===== config.mk =====
export PLATFORM = sky130hd
export DESIGN_NAME = idle_overload_picker
export DESIGN_NICKNAME = d
export VERILOG_FILES = /design/src/rtl/iop_pkg.sv /design/src/rtl/iop_edge_detect.sv /design/src/rtl/iop_history_ring.sv /design/src/rtl/iop_id_packer.sv /design/src/rtl/idle_overload_picker.sv
export SDC_FILE = /design/constraint.sdc
export NUM_CORES = 1
export LEC_CHECK = 0
export ABC_AREA = 1
export BUFFER_PORTS_ARGS = -buffer_cell sky130_fd_sc_hd__clkbuf_2
export CAP_MARGIN = 20
export CORE_MARGIN = 5
export CORE_UTILIZATION = 50
export CTS_BUF_LIST = sky130_fd_sc_hd__clkbuf_8 sky130_fd_sc_hd__clkbuf_16
export CTS_CLUSTER_DIAMETER = 80
export DETAILED_ROUTE_END_ITERATION = 8
export MAX_ROUTING_LAYER = met4
export PLACE_DENSITY = 0.66
export SETUP_SLACK_MARGIN = 0.15
export SLEW_MARGIN = 20
export SYNTH_ARGS = -nofsm -noshare
export SYNTH_HDL_FRONTEND = slang
export SYNTH_SLANG_ARGS = --single-unit

===== constraint.sdc =====
create_clock -name clk -period 15.6 [get_ports clk]
set_clock_uncertainty 0.15 [all_clocks]
set_input_delay 3.12 -clock clk [delete_from_list [all_inputs] [get_ports clk]]
set_output_delay 3.12 -clock clk [all_outputs]
set_load 0.05 [all_outputs]

===== src/rtl/iop_pkg.sv =====
package iop_pkg;
   typedef enum logic [1:0] {
      PH_ARMED = 2'd0,
      PH_UNDER = 2'd1,
      PH_OVER  = 2'd2,
      PH_DONE  = 2'd3
   } iop_phase_t;
endpackage


===== src/rtl/iop_edge_detect.sv =====
module iop_edge_detect #(
   parameter int N_PE = 16
) (
   input  logic            clk,
   input  logic            rst_n,
   input  logic [N_PE-1:0] pe_empty,
   output logic [N_PE-1:0] newly_idle
);
   logic [N_PE-1:0] prev_q;

   // prev starts all-ones so nothing is seen as a fresh edge out of reset
   always_ff @(posedge clk or negedge rst_n) begin
      if (!rst_n) prev_q <= '1;
      else        prev_q <= pe_empty;
   end

   // a changed bit that is now high means the PE just drained
   assign newly_idle = (pe_empty ^ prev_q) & pe_empty;
endmodule


===== src/rtl/iop_history_ring.sv =====
module iop_history_ring #(
   parameter int N_PE   = 16,
   parameter int HIST_D = 8,
   localparam int HAW   = $clog2(HIST_D)
) (
   input  logic            clk,
   input  logic            wr_en,
   input  logic [HAW-1:0]  wr_addr,
   input  logic [N_PE-1:0] wr_data,
   input  logic [HAW-1:0]  rd_addr,
   output logic [N_PE-1:0] rd_data
);
   logic [N_PE-1:0] mem_q [HIST_D];

   always_ff @(posedge clk) begin
      if (wr_en) mem_q[wr_addr] <= wr_data;
   end

   assign rd_data = mem_q[rd_addr];
endmodule


===== src/rtl/iop_id_packer.sv =====
module iop_id_packer #(
   parameter int N_PE  = 16,
   parameter int K_SEL = 4,
   localparam int IDW  = $clog2(N_PE),
   localparam int CW   = $clog2(K_SEL + 1)
) (
   input  logic [N_PE-1:0]      vec,
   input  logic [CW-1:0]        cnt_in,
   input  logic [K_SEL*IDW-1:0] list_in,
   output logic [CW-1:0]        cnt_out,
   output logic [K_SEL*IDW-1:0] list_out
);
   always_comb begin
      int c;
      c        = int'(cnt_in);
      list_out = list_in;
      for (int i = 0; i < N_PE; i++) begin
         if (vec[i] && (c < K_SEL)) begin
            list_out[c*IDW +: IDW] = IDW'(i);
            c = c + 1;
         end
      end
      cnt_out = CW'(c);
   end
endmodule


===== src/rtl/idle_overload_picker.sv =====
module idle_overload_picker
   import iop_pkg::*;
#(
   parameter int N_PE   = 16,
   parameter int K_SEL  = 4,
   parameter int HIST_D = 8,
   parameter int SEQ_W  = 16,
   localparam int IDW   = $clog2(N_PE),
   localparam int CW    = $clog2(K_SEL + 1),
   localparam int HAW   = $clog2(HIST_D)
) (
   input  logic                 clk,
   input  logic                 rst_n,
   input  logic                 round_start,
   input  logic                 dispatch_done,
   input  logic [N_PE-1:0]      pe_empty,
   output logic                 all_done,
   output logic [K_SEL*IDW-1:0] under_ids,
   output logic [CW-1:0]        under_num,
   output logic [K_SEL*IDW-1:0] over_ids,
   output logic [CW-1:0]        over_num,
   output logic                 lists_valid
);
   localparam logic [CW-1:0]    K_C     = CW'(K_SEL);
   localparam logic [SEQ_W-1:0] DEPTH_S = SEQ_W'(HIST_D);
   localparam logic [HAW:0]     DEPTH_L = (HAW+1)'(HIST_D);

   generate
      if (N_PE < 2) begin : g_bad_npe
         $error("N_PE must be at least 2");
      end
      if ((K_SEL < 1) || (K_SEL > N_PE)) begin : g_bad_k
         $error("K_SEL must lie in 1..N_PE");
      end
      if ((HIST_D < 2) || ((HIST_D & (HIST_D - 1)) != 0)) begin : g_bad_depth
         $error("HIST_D must be a power of two, at least 2");
      end
      if (SEQ_W <= HAW + 1) begin : g_bad_seq
         $error("SEQ_W too narrow for HIST_D");
      end
   endgenerate

   iop_phase_t        phase_q;
   logic [SEQ_W-1:0]  total_q, scan_q, over_seq_q;
   logic [HAW:0]      over_left_q;
   logic [N_PE-1:0]   newly_idle, rd_data;
   logic              push, under_go, over_go;
   logic [SEQ_W-1:0]  oldest, seq_eff;
   logic [HAW-1:0]    rd_addr;
   logic [CW-1:0]     u_cnt_nxt, o_cnt_nxt;
   logic [K_SEL*IDW-1:0] u_list_nxt, o_list_nxt;

   iop_edge_detect #(.N_PE(N_PE)) u_edge (
      .clk(clk), .rst_n(rst_n), .pe_empty(pe_empty), .newly_idle(newly_idle)
   );

   assign all_done = &pe_empty;
   assign push     = (|newly_idle) && ((phase_q == PH_ARMED) || (phase_q == PH_UNDER));
   assign oldest   = (total_q >= DEPTH_S) ? (total_q - DEPTH_S) : '0;
   assign seq_eff  = (scan_q < oldest) ? oldest : scan_q;
   assign under_go = (phase_q == PH_UNDER) && (under_num < K_C) && (scan_q < total_q);
   assign over_go  = (phase_q == PH_OVER) && (over_left_q != '0) && (over_num < K_C);
   assign rd_addr  = under_go ? seq_eff[HAW-1:0] : over_seq_q[HAW-1:0];

   iop_history_ring #(.N_PE(N_PE), .HIST_D(HIST_D)) u_ring (
      .clk(clk), .wr_en(push), .wr_addr(total_q[HAW-1:0]), .wr_data(newly_idle),
      .rd_addr(rd_addr), .rd_data(rd_data)
   );

   iop_id_packer #(.N_PE(N_PE), .K_SEL(K_SEL)) u_pack_under (
      .vec(rd_data), .cnt_in(under_num), .list_in(under_ids),
      .cnt_out(u_cnt_nxt), .list_out(u_list_nxt)
   );

   iop_id_packer #(.N_PE(N_PE), .K_SEL(K_SEL)) u_pack_over (
      .vec(rd_data), .cnt_in(over_num), .list_in(over_ids),
      .cnt_out(o_cnt_nxt), .list_out(o_list_nxt)
   );

   always_ff @(posedge clk or negedge rst_n) begin
      if (!rst_n) begin
         phase_q     <= PH_ARMED;
         total_q     <= '0;
         scan_q      <= '0;
         over_seq_q  <= '0;
         over_left_q <= '0;
         under_ids   <= '0;
         under_num   <= '0;
         over_ids    <= '0;
         over_num    <= '0;
         lists_valid <= 1'b0;
      end else if (round_start) begin
         phase_q     <= PH_ARMED;
         total_q     <= '0;
         scan_q      <= '0;
         over_seq_q  <= '0;
         over_left_q <= '0;
         under_ids   <= '0;
         under_num   <= '0;
         over_ids    <= '0;
         over_num    <= '0;
         lists_valid <= 1'b0;
      end else begin
         lists_valid <= 1'b0;
         if (push) total_q <= total_q + SEQ_W'(1);
         unique case (phase_q)
            PH_ARMED: begin
               if (dispatch_done) phase_q <= PH_UNDER;
            end
            PH_UNDER: begin
               if (under_go) begin
                  under_ids <= u_list_nxt;
                  under_num <= u_cnt_nxt;
                  scan_q    <= seq_eff + SEQ_W'(1);
               end else if (all_done && !push) begin
                  phase_q     <= PH_OVER;
                  over_seq_q  <= total_q - SEQ_W'(1);
                  over_left_q <= (total_q >= DEPTH_S) ? DEPTH_L : total_q[HAW:0];
               end
            end
            PH_OVER: begin
               if (over_go) begin
                  over_ids    <= o_list_nxt;
                  over_num    <= o_cnt_nxt;
                  over_seq_q  <= over_seq_q - SEQ_W'(1);
                  over_left_q <= over_left_q - (HAW+1)'(1);
               end else begin
                  phase_q     <= PH_DONE;
                  lists_valid <= 1'b1;
               end
            end
            default: ;
         endcase
      end
   end
endmodule


==> out/metrics.json <==
{
  "dieWidth": {"value": 203, "unit": "um"},
  "post_synth.cell_area_avg": {"value": 7.09, "unit": "um2"},
  "ctsHoldBuffers": {"value": 0},
  "post_route_drc": {"value": 0},
  "grt-busiest-layer": {"value": "met2"},
  "final-setup-viol-count": {"value": 0},
  "critical_path_depth": {"value": 87},
  "critPathRequiredTime": {"value": 15.94, "unit": "ns"},
  "synth_cell_types": {"value": 61},
  "post_drt_via_cell_ratio": {"value": 5.51},
  "via_count_of_the_first_global_routing_pass": {"value": 16800},
  "netlist_instances": {"value": 2632},
  "std_cell_rows": {"value": 70},
  "depth_of_the_cts_h_tree": {"value": 1},
  "worstHoldPathCells": {"value": 2},
  "critPathMostFrequentCell": {"value": "sky130_fd_sc_hd__nand2_1"},
  "chipHeight": {"value": 203, "unit": "um"},
  "syn_area": {"value": 18700, "unit": "um2"},
  "drt_first_pass_iters": {"value": 5},
  "clock_root_buffer_master": {"value": "sky130_fd_sc_hd__clkbuf_16"},
  "iteration_0_drc_markers": {"value": 1305},
  "max_slew_margin": {"value": 26.1, "unit": "%"},
  "insertion_delay": {"value": 0.55, "unit": "ns"},
  "initial_antenna_violation_count": {"value": 0},
  "cts_tree": {"value": "yes"},
  "postRouteAntennaNets": {"value": 0},
  "finish.cell_count_without_fillers": {"value": 3197},
  "grt_use_total": {"value": 25.9, "unit": "%"},
  "worst_setup_path_end_kind": {"value": "flip-flop"},
  "design.die.area": {"value": 41300, "unit": "um2"},
  "status": {"value": "completed"},
  "port_buffers": {"value": 59},
  "fraction_of_final_layout_cells_sized_beyond_drive_strength_1": {"value": 12.2, "unit": "%"},
  "clock_buffers_created_by_tritoncts": {"value": 25},
  "grt_pass1_wl": {"value": 86000, "unit": "um"},
  "num_vias": {"value": 17600},
  "num-fill-cells": {"value": 3497},
  "initial_core_utilization": {"value": 50.9, "unit": "%"},
  "cp.arrival": {"value": 14.37, "unit": "ns"},
  "worst_slew_pin_slew": {"value": 1.10, "unit": "ns"},
  "synth_edf_count": {"value": 128},
  "use_met2": {"value": 44.4, "unit": "%"},
  "grtUsageMet1": {"value": 33.7, "unit": "%"},
  "synth_ff_type": {"value": "sky130_fd_sc_hd__edfxtp_1"},
  "clock_slew_at_reported_path_ffs": {"value": 0.06, "unit": "ns"},
  "gpl.final_weighted_congestion": {"value": 0.968},
  "grt.overflow.total": {"value": 0},
  "cap_viol_max_count": {"value": 0},
  "synth_top_cell_area_share": {"value": 20.6, "unit": "%"},
  "cp_max_fo": {"value": 23},
  "wirelength": {"value": 52800, "unit": "um"},
  "fmax": {"value": 0.0713, "unit": "GHz"},
  "yosysTopAreaCell": {"value": "sky130_fd_sc_hd__edfxtp_1"},
  "min_path_type": {"value": "flip-flop to flip-flop"},
  "placed_cells_incl_taps": {"value": 3149},
  "clockBufferDepth": {"value": 3},
  "numClockSinks": {"value": 224},
  "crit_path_kind": {"value": "flip-flop to flip-flop"},
  "maximum_number_of_pins_on_one_net_before_global_route_repair": {"value": 77},
  "maxSlewViolCount": {"value": 0},
  "hold_violations": {"value": 0},
  "nNetsFinal": {"value": 2861},
  "avgRoutedWirePerCell": {"value": 16.5, "unit": "um"},
  "ys_async_sr_fraction": {"value": 42.9, "unit": "%"},
  "yosys-top-cells-area": {"value": "sky130_fd_sc_hd__edfxtp_1 (21%), sky130_fd_sc_hd__nand2_1 (14%), sky130_fd_sc_hd__dfrtp_1 (11%)"},
  "startpoint_type": {"value": "flip-flop"},
  "i_o_pin_count": {"value": 60},
  "final_period_utilization": {"value": 90.0, "unit": "%"},
  "layout_min_cycle_time": {"value": 14.03, "unit": "ns"},
  "yosysWarnings": {"value": 0},
  "worst_path_max_delay_cell": {"value": "sky130_fd_sc_hd__dfrtp_1"},
  "grt_setup_unrepaired": {"value": "no"},
  "cpPeakStageDelay": {"value": 0.42, "unit": "ns"},
  "reg2regPathDepth": {"value": 87},
  "crit_family": {"value": "simple AND/OR/NAND/NOR gates"},
  "critical_path_buf_inv_count": {"value": 18},
  "ys_seq_area_share": {"value": 33.6, "unit": "%"},
  "synthToLayoutAreaGrowth": {"value": 9.42, "unit": "%"},
  "dp.final_hpwl": {"value": 40800, "unit": "um"},
  "diodes": {"value": 0},
  "synth_seq_cells": {"value": 224},
  "design.core.area": {"value": 36700, "unit": "um2"},
  "finalSetupTns": {"value": 0, "unit": "ns"},
  "groute.layer.met3.usage": {"value": 2.62, "unit": "%"}
}
registers in the layout, summed over array words and instances (netlist names):
signal / count
lists_valid: 1
over_ids: 16
over_left_q: 4
over_num: 3
over_seq_q: 3
phase_q: 2
scan_q: 16
total_q: 16
u_edge.prev_q: 16
u_ring.mem_q: 128
under_ids: 16
under_num: 3
metrics by stage:
step                      cell area (um2)  worst slack [ns]  util [%]  hold slack (ns)
final                               20400              1.57      55.7            0.373
after global routing                20400             0.172      55.7            0.402
after CTS                           20300             0.914      55.4            0.372
after global placement              19500              1.10      53.2            0.355
after detailed placement            19500             0.951      53.2            0.352
after floorplan                     18700              3.22         -            0.328
worst register-to-register path: cells and delay by family, from the launching register on:
| family | cells | cell delay, ns |
|---|---|---|
| DFF | 1 | 0.42 |
| buffers and inverters | 18 | 1.28 |
| adders and majority gates | 15 | 4.60 |
| and+or+nand+nor | 50 | 6.80 |
| AOI/OAI and AO/OA | 4 | 0.75 |
logic make-up (layout without fill, tap and decap cells):
| group | count (synthesis) | count (layout) | synth area share [%] |
|---|---|---|---|
| fa+ha+maj | 131 | 131 | 8.78 |
| mux | 1 | 1 | 0.0536 |
| simple gates | 1522 | 1522 | 38.0 |
| xor+xnor | 9 | 9 | 0.422 |
| buf+inv | 456 | 531 | 9.63 |
| flops | 224 | 224 | 33.6 |
| compound gates | 287 | 287 | 9.56 |
| other cells | 2 | 24 | 0.0402 |
cells in the final DEF (no fill, tap or decap), types with 5 or more instances in the layout:
master	synthesis	final
sky130_fd_sc_hd__nor2_2	18	21
sky130_fd_sc_hd__nor2_1	228	224
sky130_fd_sc_hd__nor3_1	77	76
sky130_fd_sc_hd__o21ai_0	104	103
sky130_fd_sc_hd__o22ai_1	11	11
sky130_fd_sc_hd__nand3_1	291	291
sky130_fd_sc_hd__nor2_4	9	10
sky130_fd_sc_hd__dfrtp_1	80	80
sky130_fd_sc_hd__nand2_2	61	62
sky130_fd_sc_hd__nand2_1	681	679
sky130_fd_sc_hd__nand3_2	23	23
sky130_fd_sc_hd__a21oi_4	5	6
sky130_fd_sc_hd__o2111ai_1	5	5
sky130_fd_sc_hd__clkinv_2	2	7
sky130_fd_sc_hd__dfstp_2	16	16
sky130_fd_sc_hd__nor4_1	15	15
sky130_fd_sc_hd__a32o_1	28	28
sky130_fd_sc_hd__conb_1	2	24
sky130_fd_sc_hd__inv_1	365	371
sky130_fd_sc_hd__clkbuf_2	0	58
sky130_fd_sc_hd__clkbuf_16	0	26
sky130_fd_sc_hd__nand3b_1	15	15
sky130_fd_sc_hd__inv_2	34	34
sky130_fd_sc_hd__xor2_1	8	8
sky130_fd_sc_hd__nand4_1	69	69
sky130_fd_sc_hd__buf_4	4	18
sky130_fd_sc_hd__edfxtp_1	128	128
sky130_fd_sc_hd__o21ai_1	15	14
sky130_fd_sc_hd__a21oi_1	77	76
sky130_fd_sc_hd__o211ai_1	8	8
sky130_fd_sc_hd__ha_1	131	131
sky130_fd_sc_hd__nand2_4	19	18
worst paths after layout:
kind | from | endpoint | slack [ns]
min | over_ids[14] | over_ids[14] | 0.37
max | total_q[5] | under_ids[3] | 1.57
min in group asynchronous | rst_n | over_ids[3] | 2.31
min reg2reg | over_ids[14] | over_ids[14] | 0.37
max in group asynchronous | rst_n | total_q[11] | 11.94
max reg2reg | total_q[5] | under_ids[3] | 1.57
layer usage:
layer / vias to the layer above / share of wire [%]
met4: 0 / 1.8
met2: 428 / 49
met3: 55 / 5.0
met1: 8246 / 44
met5: - / 0
li1: 8877 / -
synth_stat cells, types with 61 or more instances:
cell type / count
sky130_fd_sc_hd__nand2_1: 681
sky130_fd_sc_hd__inv_1: 365
sky130_fd_sc_hd__nand3_1: 291
sky130_fd_sc_hd__nor2_1: 228
sky130_fd_sc_hd__ha_1: 131
sky130_fd_sc_hd__edfxtp_1: 128
sky130_fd_sc_hd__o21ai_0: 104
sky130_fd_sc_hd__dfrtp_1: 80
sky130_fd_sc_hd__a21oi_1: 77
sky130_fd_sc_hd__nor3_1: 77
sky130_fd_sc_hd__nand4_1: 69
sky130_fd_sc_hd__nand2_2: 61
what timing repair did:
item                                   CTS  global route
setup buffers                            0             1
setup endpoints to repair                0            35
gates resized for setup                  0            13
endpoints found under the hold margin    0             0
layout make-up:
cell class	count	area, um2	share of cell area [%]
multi-input cells	1974	10800	52.8
clock inverters	16	100	0.490
repair buffers	79	463	2.27
well taps	468	586	2.87
flip-flops and latches	224	6270	30.7
clock buffers	30	706	3.46
inverters	406	1530	7.49
Power is left out: the tool's default activity adds up to more than one toggle a clock period on the data nets, which glitch-free logic cannot reach.
